[config.mk]
export PLATFORM = sky130hd
export DESIGN_NAME = halt_wake_seq
export DESIGN_NICKNAME = d
export VERILOG_FILES = /design/src/rtl/hws_pkg.sv /design/src/rtl/hws_sync.sv /design/src/rtl/hws_wake_path.sv /design/src/rtl/hws_ctrl.sv /design/src/rtl/halt_wake_seq.sv
export SDC_FILE = /design/constraint.sdc
export NUM_CORES = 1
export LEC_CHECK = 0
export BUFFER_PORTS_ARGS = -buffer_cell sky130_fd_sc_hd__buf_4
export CAP_MARGIN = 20
export CORE_MARGIN = 10
export CORE_UTILIZATION = 53
export CTS_CLUSTER_DIAMETER = 60
export CTS_CLUSTER_SIZE = 16
export DETAILED_ROUTE_END_ITERATION = 10
export PLACE_DENSITY_LB_ADDON = 0.2
export SETUP_SLACK_MARGIN = 0.15
export SLEW_MARGIN = 5
export SYNTH_ARGS = -nofsm -noshare
export SYNTH_HDL_FRONTEND = slang
export SYNTH_SLANG_ARGS = --single-unit
export TNS_END_PERCENT = 10
[constraint.sdc]
create_clock -name clk -period 2.9 [get_ports clk]
set_clock_uncertainty 0.1 [all_clocks]
set_input_delay 0 -clock clk [delete_from_list [all_inputs] [get_ports clk]]
set_output_delay 0 -clock clk [all_outputs]
set_load 0.02 [all_outputs]
[src/rtl/hws_pkg.sv]
package hws_pkg;

  typedef enum logic [1:0] {
    RESUME_NEXT = 2'd0,
    RESUME_IRQ  = 2'd1,
    RESUME_WARM = 2'd2,
    RESUME_FULL = 2'd3
  } resume_e;

  typedef enum logic [1:0] {
    ST_RUN    = 2'd0,
    ST_HALT   = 2'd1,
    ST_SETTLE = 2'd2
  } seq_state_e;

  // Strobes from control to the wake datapath
  typedef struct packed {
    logic captureHalt;  // snapshot pins and pending requests at halt entry
    logic trackPins;    // follow synchronized pins while halted
    logic startSettle;  // clear settle counter, latch decided action
    logic countStep;    // advance settle counter
  } strobe_t;

endpackage

[src/rtl/hws_sync.sv]
module hws_sync #(
  parameter int W      = 8,
  parameter int STAGES = 2
) (
  input  logic         clk,
  input  logic         rstN,
  input  logic [W-1:0] din,
  output logic [W-1:0] dout
);

  logic [W-1:0] chain [STAGES];

  always_ff @(posedge clk or negedge rstN) begin
    if (!rstN) begin
      for (int i = 0; i < STAGES; i++) chain[i] <= '1;
    end else begin
      chain[0] <= din;
      for (int i = 1; i < STAGES; i++) chain[i] <= chain[i-1];
    end
  end

  assign dout = chain[STAGES-1];

endmodule

[src/rtl/hws_wake_path.sv]
module hws_wake_path
  import hws_pkg::*;
#(
  parameter int NUM_IRQ       = 4,
  parameter int PA_W          = 8,
  parameter int NUM_PORTS     = 3,
  parameter int PORT_W        = 8,
  parameter int SETTLE_CYCLES = 1024,
  parameter int SYNC_STAGES   = 2
) (
  input  logic                                clk,
  input  logic                                rstN,
  input  strobe_t                             strobe,
  input  logic [PA_W+NUM_PORTS*PORT_W-1:0]    pinsRaw,
  input  logic [PA_W-1:0]                     portAWakeEn,
  input  logic [NUM_PORTS-1:0]                portWakeEn,
  input  logic [NUM_IRQ-1:0]                  irqReq,
  input  logic [NUM_IRQ-1:0]                  irqEn,
  input  logic                                stackFull,
  input  logic                                wdtOvf,
  input  logic                                extRst,
  output logic                                wakeHit,
  output logic                                settleLast,
  output resume_e                             resumeAction
);

  localparam int PIN_W = PA_W + NUM_PORTS * PORT_W;
  localparam int CNT_W = (SETTLE_CYCLES > 1) ? $clog2(SETTLE_CYCLES) : 1;
  localparam logic [CNT_W-1:0] CNT_LAST = CNT_W'(SETTLE_CYCLES - 1);

  logic [PIN_W-1:0]   pinSync;
  logic [PIN_W-1:0]   pinMask;
  logic [PIN_W-1:0]   lastPins;
  logic [NUM_IRQ-1:0] blockedMask;
  logic [NUM_IRQ-1:0] irqLive;
  logic [CNT_W-1:0]   settleCnt;
  logic               fallHit;
  logic               irqWake;
  logic               irqTake;
  resume_e            wakeAction;

  hws_sync #(.W(PIN_W), .STAGES(SYNC_STAGES)) uPinSync (
    .clk  (clk),
    .rstN (rstN),
    .din  (pinsRaw),
    .dout (pinSync)
  );

  // Port A: one enable per pin; other ports: one enable per port
  for (genvar b = 0; b < PA_W; b++) begin : g_portA
    assign pinMask[b] = portAWakeEn[b];
  end
  for (genvar p = 0; p < NUM_PORTS; p++) begin : g_ports
    assign pinMask[PA_W + p*PORT_W +: PORT_W] = {PORT_W{portWakeEn[p]}};
  end

  assign fallHit = |(lastPins & ~pinSync & pinMask);
  assign irqLive = irqReq & ~blockedMask;
  assign irqWake = |irqLive;
  assign irqTake = (|(irqLive & irqEn)) && !stackFull;
  assign wakeHit = extRst || wdtOvf || irqWake || fallHit;

  // Fixed priority: external reset, watchdog, interrupt, pin
  always_comb begin
    if (extRst)       wakeAction = RESUME_FULL;
    else if (wdtOvf)  wakeAction = RESUME_WARM;
    else if (irqWake) wakeAction = irqTake ? RESUME_IRQ : RESUME_NEXT;
    else              wakeAction = RESUME_NEXT;
  end

  always_ff @(posedge clk or negedge rstN) begin
    if (!rstN) begin
      lastPins     <= '1;
      blockedMask  <= '0;
      settleCnt    <= '0;
      resumeAction <= RESUME_NEXT;
    end else begin
      if (strobe.captureHalt || strobe.trackPins) lastPins <= pinSync;
      if (strobe.captureHalt) blockedMask <= irqReq;
      if (strobe.startSettle) begin
        settleCnt    <= '0;
        resumeAction <= wakeAction;
      end else if (strobe.countStep) begin
        settleCnt <= settleCnt + CNT_W'(1);
      end
    end
  end

  assign settleLast = (settleCnt == CNT_LAST);

  // the settle counter never runs past the window
  assert_settle_bound_R3: assert property (@(posedge clk) disable iff (!rstN)
    strobe.countStep |-> (settleCnt != CNT_LAST));

endmodule

[src/rtl/hws_ctrl.sv]
module hws_ctrl
  import hws_pkg::*;
(
  input  logic    clk,
  input  logic    rstN,
  input  logic    haltReq,
  input  logic    extRst,
  input  logic    wakeHit,
  input  logic    settleLast,
  output strobe_t strobe,
  output logic    sysClkEn,
  output logic    stall,
  output logic    resumeValid
);

  seq_state_e state, stateNext;

  always_comb begin
    strobe    = '0;
    stateNext = state;
    unique case (state)
      ST_RUN: begin
        if (extRst) begin
          strobe.startSettle = 1'b1;
          stateNext          = ST_SETTLE;
        end else if (haltReq) begin
          strobe.captureHalt = 1'b1;
          stateNext          = ST_HALT;
        end
      end
      ST_HALT: begin
        strobe.trackPins = 1'b1;
        if (wakeHit) begin
          strobe.startSettle = 1'b1;
          stateNext          = ST_SETTLE;
        end
      end
      ST_SETTLE: begin
        if (extRst)          strobe.startSettle = 1'b1;
        else if (settleLast) stateNext = ST_RUN;
        else                 strobe.countStep = 1'b1;
      end
      default: stateNext = ST_RUN;
    endcase
  end

  always_ff @(posedge clk or negedge rstN) begin
    if (!rstN) state <= ST_RUN;
    else       state <= stateNext;
  end

  assign sysClkEn    = (state != ST_HALT);
  assign stall       = (state != ST_RUN);
  assign resumeValid = (state == ST_SETTLE) && settleLast && !extRst;

  // a halt request gates the clock on the following cycle
  assert_halt_entry_R2: assert property (@(posedge clk) disable iff (!rstN)
    (!stall && haltReq && !extRst) |=> (!sysClkEn && stall));

  // without a wake hit a halted core stays gated
  assert_halt_hold_R2: assert property (@(posedge clk) disable iff (!rstN)
    (!sysClkEn && !wakeHit) |=> !sysClkEn);

  // resume pulse is single and releases the stall
  assert_resume_pulse_R3: assert property (@(posedge clk) disable iff (!rstN)
    resumeValid |=> (!stall && !resumeValid && sysClkEn));

endmodule

[src/rtl/halt_wake_seq.sv]
module halt_wake_seq
  import hws_pkg::*;
#(
  parameter int NUM_IRQ       = 4,
  parameter int PA_W          = 8,
  parameter int NUM_PORTS     = 3,
  parameter int PORT_W        = 8,
  parameter int SETTLE_CYCLES = 1024,
  parameter int SYNC_STAGES   = 2
) (
  input  logic                        clk,
  input  logic                        rstN,
  input  logic                        haltReq,
  input  logic                        extRst,
  input  logic                        wdtOvf,
  input  logic [NUM_IRQ-1:0]          irqReq,
  input  logic [NUM_IRQ-1:0]          irqEn,
  input  logic                        stackFull,
  input  logic [PA_W-1:0]             portAPins,
  input  logic [PA_W-1:0]             portAWakeEn,
  input  logic [NUM_PORTS*PORT_W-1:0] portPins,
  input  logic [NUM_PORTS-1:0]        portWakeEn,
  output logic                        sysClkEn,
  output logic                        stall,
  output logic                        resumeValid,
  output logic [1:0]                  resumeAction
);

  strobe_t strobe;
  logic    wakeHit;
  logic    settleLast;
  resume_e actionQ;

  hws_ctrl uCtrl (
    .clk         (clk),
    .rstN        (rstN),
    .haltReq     (haltReq),
    .extRst      (extRst),
    .wakeHit     (wakeHit),
    .settleLast  (settleLast),
    .strobe      (strobe),
    .sysClkEn    (sysClkEn),
    .stall       (stall),
    .resumeValid (resumeValid)
  );

  hws_wake_path #(
    .NUM_IRQ       (NUM_IRQ),
    .PA_W          (PA_W),
    .NUM_PORTS     (NUM_PORTS),
    .PORT_W        (PORT_W),
    .SETTLE_CYCLES (SETTLE_CYCLES),
    .SYNC_STAGES   (SYNC_STAGES)
  ) uPath (
    .clk          (clk),
    .rstN         (rstN),
    .strobe       (strobe),
    .pinsRaw      ({portPins, portAPins}),
    .portAWakeEn  (portAWakeEn),
    .portWakeEn   (portWakeEn),
    .irqReq       (irqReq),
    .irqEn        (irqEn),
    .stackFull    (stackFull),
    .wdtOvf       (wdtOvf),
    .extRst       (extRst),
    .wakeHit      (wakeHit),
    .settleLast   (settleLast),
    .resumeAction (actionQ)
  );

  assign resumeAction = actionQ;

  // external reset always lands in the window with the full-reset action
  assert_ext_full_R9: assert property (@(posedge clk) disable iff (!rstN)
    extRst |=> (stall && sysClkEn && resumeAction == 2'd3));

endmodule

* Word level (Yosys, flattened, before mapping) *
Cells that the tools add are included.

word-level totals
  bits in read-only memories = 0
  word-level logic and storage cells = 61
  flip-flop bits (word level) = 114
  input bits = 57
  memories kept = 0
  output and inout port bits = 5
  latch bits = 0
  bits in writable memories = 0

operators by class
  bitwise logic cells = 6
  $lt $le $gt $ge = 0
  equal/unequal tests = 8
  multipliers = 0
  reduce and logical (&&, ||, !) cells = 17
  shifts and indexed selects = 0
  div/mod/pow operators = 0
  $add $sub $neg = 1
  mux-type cells = 22

operators with widths
  operator               count
  $and 32x32->32         2
  $not 32->32            1
  $reduce_or 32->1       1
  $mux 10                2
  $mux 2                 8
  $add 10x1->10 const B  1
  $eq 10x10->1 const B   1
  $mux 1                 10
  $and 4x4->4            2
  $reduce_or 4->1        2
  $ne 2x1->1 const B     3
  $pmux 2 s3             1
  $logic_or 1x1->1       4
  $not 4->4              1
  $reduce_and 4->1       1
  $reduce_bool 2->1      2
  $logic_and 1x1->1      3
  $ne 3x3->1 const B     1
  $eq 2x1->1 const B     1
  $eq 2x2->1 const B     1
  $logic_not 1->1        2
  $logic_not 2->1        1
  $ne 2x2->1 const B     1
  $pmux 1 s2             1
  $reduce_or 2->1        1

* Longest topological paths before layout *
  word-level depth = 9
  depth in mapped cells = 7

* Modules after synthesis *
A second synthesis with hierarchy kept.

unflattened totals
  cells, all modules = 311
  area total of the unflattened synthesis = 4300.4 um2

by module, submodules not included
  module         cells each  instances  area an instance (um2)  seq. area each (um2)
  hws_wake_path  197         1          2233.4                  1241.2
  hws_sync       96          1          1921.8                  1681.6
  hws_ctrl       18          1          145.1                   50.0

* Worst setup path after synthesis *
No wires, ideal clock.

  path kind = flip-flop to flip-flop
  from = register uCtrl.state[0]
  to = register uPath.lastPins[11]
  required time = 2715 ps
  library setup time = 85 ps
  stages on the path, launching flop included = 6
  slack = 998 ps
  arrival = 1717 ps
  path through = dfrtp_1 > or2_1 > nor3b_2 > nor2_1 > buf_2 > mux2_1

on the way
  word-level cells in the longest chain between the ends = 3
  elaborated cells on any way between the ends = 5
  classes of those cells = eq/ne: 1; mux: 2; reduce/logical: 2

ends and longest elaborated chain
  what                                                  RTL line             RTL
  start, declared                                       hws_ctrl.sv:16       seq_state_e state, stateNext;
  start signal, assigned                                hws_ctrl.sv:49       else state <= stateNext;
  $eq 2x1->1 / $logic_not 2->1 (equally long branches)  hws_ctrl.sv:21       unique case (state)
  $mux 1                                                hws_ctrl.sv:21
  $logic_or 1x1->1 *                                    hws_wake_path.sv:78  if (strobe.captureHalt || strobe.trackPins) lastPins <= pinSync;
  end signal, assigned                                  hws_wake_path.sv:78
  end, declared                                         hws_wake_path.sv:33  logic [PIN_W-1:0] lastPins;

Mark *: on every way between the ends. The rest lies on a longest branch, timed or not.
A chain may end at the register's enable or synchronous reset.

* Worst setup path in the final report *
  from = register uPath.uPinSync.chain, in the netlist uPath.uPinSync.dout[20]
  to = register uPath.resumeAction[0]

on the way
  word-level cells in the longest chain between the ends = 7

ends and longest elaborated chain
  what                          RTL line             RTL
  start, declared               hws_sync.sv:11       logic [W-1:0] chain [STAGES];
  $not 32->32                   hws_wake_path.sv:57  assign fallHit = |(lastPins & ~pinSync & pinMask);
  $and 32x32->32 (2 in series)  hws_wake_path.sv:57
  $reduce_or 32->1              hws_wake_path.sv:57
  $logic_or 1x1->1              hws_wake_path.sv:61  assign wakeHit = extRst || wdtOvf || irqWake || fallHit;
  $mux 1                        hws_ctrl.sv:33       if (wakeHit) begin
  $pmux 1 s2                    hws_ctrl.sv:21
  end signal, assigned          hws_wake_path.sv:82  resumeAction <= wakeAction;
  end, declared                 hws_wake_path.sv:24  output resume_e resumeAction

No other way between the ends.

==> results.yml <==
sta:
  final-setup-viol-count: 0
  worst_slew_pin_slew_ns: 0.933
  finalHoldViolations: 0
  finalSetupTns_ns: 0
  finalMaxSlewViolations: 0
  period_needed_ns: 2.58
  hold-worst-slack_ns: 0.0176
  max-slew-margin-rel_pct: 37.6
  grt_setup_unrepaired: "no"
  timing.fmax_mhz: 387
  fin_crit_sh_pct: 89.1
synthesis:
  synth_area_per_cell_um2: 14.7
  synth-seq-area-share_pct: 72.3
  yosysTopAreaCellShare_pct: 61.4
  synth_ff_type: "dfstp_2"
  syn_nets: 338
  synth_top_area_cell: "dfstp_2"
  synth.distinct_cells: 40
  syn_area_um2: 4110
  synthMostInstantiatedCell: "dfstp_2"
  yosysWarnings: 0
  synth_edf_count: 0
  synth_commonest_cells: "dfstp_2 (96), mux2_1 (27), inv_1 (26)"
  synth.area.top_cells: "dfstp_2 (61%), dfrtp_1 (11%), mux2_1 (7.4%)"
  ys_ff_latch: 114
  syn_inst: 280
  ys_async_sr_fraction_pct: 100
placed_design:
  place_inst: 439
  port_buffers: 61
  gp_congestion: 0.781
  place_area_um2: 4690
  hpwl_um: 4680
worst_setup_path:
  worstSetupStartpointType: "flip-flop"
  critPathArrivalTime_ns: 2.92
  cp.required_ns: 3.24
  endpoint_kind: "flip-flop"
  worst_path_max_delay_cell: "o41ai_1"
  max_stage_delay_ns: 0.60
  worstSetupPathType: "flip-flop to flip-flop"
  crit_chain: "o22ai_1 -> o41ai_1 -> and3_4 -> a21o_1 -> mux2i_1 -> dlygate4sd3_1"
  critical_path.max_fanout: 3
layout:
  fin_cells: 522
  num_antenna_cells: 0
  area_growth_pct: 40.6
  nNetsFinal: 465
  drive_gt1_share_pct: 49.0
  fin_area_um2: 5780
drt:
  vias_per_cell: 4.82
  drt_wl_total_um: 7760
  antenna_left: 0
  drc_errors: 0
  dr.first_iter.drc_count: 69
  firstDrtPassIters: 4
  num_vias: 2516
  wl_per_cell_um: 14.9
clock_tree:
  cts_buffer_depth: 2
  cts_tree: "built"
  clk_latency_ns: 0.50
  root_buffer: "clkbuf_8"
  htreeDepth: 4
  post_cts_buffers: 0
  clock_sinks: 114
  numCtsBuffers: 17
  path_clk_slew_ns: 0.05
die:
  io_pins: 62
  core_region_area_um2: 7650
  die_y_um: 108
  die_area_um2: 11700
  initial_core_util_pct: 53.8
  num_rows: 32
  die_width_um: 108
pwr:
  power.density_nw_per_um2: 775
  irDropWorstVdd_uv: 662
  leakage_nw: 2.52
run_status:
  status: "finished clean"
global_route:
  grt_max_degree: 115
  grt_pass1_wl_um: 13500
  grtUsageTotal_pct: 14.8
  overflow: 0
  antenna_found_initial: 0
  grt_pass1_vias: 2846
flow_run:
  cap_violations: 0
worst_hold_path:
  min_path_type: "input port to async pin"
[per-stage QoR]
| stage | setup slack, ns | power, mW | utilization, % |
|---|---|---|---|
| floorplan | 0.998 | 2.35 | - |
| global placement | 0.605 | 2.50 | 61.4 |
| detailed placement | 0.591 | 2.53 | 61.4 |
| CTS | 0.216 | 4.52 | 75.3 |
| global route | 0.176 | 4.71 | 75.6 |
| finish | 0.317 | 4.48 | 75.6 |
[path summary, 6_finish.rpt]
kind / start / depth (start not counted) / end / slack, ns
setup / recovery: uPath.uPinSync.dout[20] / 6 / uPath.resumeAction[0] / 0.32
max in group asynchronous: rstN / 3 / uPath.uPinSync.chain[42] / 2.27
hold / removal: rstN / 3 / uPath.blockedMask[3] / 0.02
min in group clk: portPins[6] / 2 / uPath.uPinSync.chain[46] / 0.04
hold reg to reg: uPath.uPinSync.chain[42] / 0 / uPath.uPinSync.dout[10] / 0.25
setup reg to reg: uPath.uPinSync.dout[20] / 6 / uPath.resumeAction[0] / 0.32
[sequential cells by signal, indices dropped and copies added (netlist names)]
| register | cells |
|---|---|
| uPath.uPinSync.dout | 32 |
| uCtrl.state | 2 |
| uPath.resumeAction | 2 |
| uPath.lastPins | 32 |
| uPath.uPinSync.chain | 32 |
| uPath.settleCnt | 10 |
| uPath.blockedMask | 4 |
[layer usage]
layer	share of wire (%)	track usage, %	vias up
li1	-	-	1203
met5	0	0	-
met4	1.3	6.01	0
met3	5.6	6.42	12
met2	51	24.0	60
met1	42	17.0	1241
[kinds of logic (layout without fill, tap and decap cells)]
logic type,count (synthesis),after routing,share of synthesized area (%)
compound gates,28,28,4.81
xor+xnor,9,9,1.92
fa+ha+maj,1,1,0.304
buf+inv,31,171,3.10
flops,114,114,72.3
mux,38,38,10.3
simple gates,59,59,7.21
[cell usage in the layout, fill, tap and decap left out, drive strengths merged, types with 2 or more instances in the layout]
cell / n
nand4: 2
a21oi: 3
dfrtp: 18
clkinv: 8
buf: 62
or4: 2
mux2: 36
xnor2: 4
nor2: 20
a31oi: 3
and3: 2
nand3: 5
a22oi: 2
o22ai: 14
nor3b: 2
nand2: 13
o41ai: 2
dfstp: 96
dlygate4sd3: 51
xor2: 5
nor2b: 6
mux2i: 2
inv: 26
clkbuf: 22
[power breakdown]
part / leakage [nW] / internal [mW] / switching (mW)
Clock: 0.279 / 1.22 / 0.668
Combinational: 1.00 / 0.302 / 0.224
Sequential: 1.24 / 1.96 / 0.108
Total: 2.52 / 3.48 / 1.00
[layout make-up]
cell class / count / area, µm²
Timing Repair Buffer: 113 / 988
Fill cell: 479 / 1870
Inverter: 26 / 97.6
Clock inverter: 10 / 81.3
Clock buffer: 22 / 474
Sequential cell: 114 / 2970
Multi-Input combinational cell: 135 / 1040
Tap cell: 102 / 128
[critical path, delay by kind of cell (launching register included)]
kind,cells,cell delay [ns]
AO/OA/AOI/OAI,3,0.87
buffers and inverters,1,0.55
flip-flops,1,0.53
AND/OR/NAND/NOR,1,0.28
multiplexers,1,0.18
[what timing repair did]
item	4_1_cts	5_1_grt
hold endpoints to repair	156	0
hold buffers	51	0
resized for setup	0	3
endpoints found under the setup margin	0	2
(Power assumes the default switching activity.)
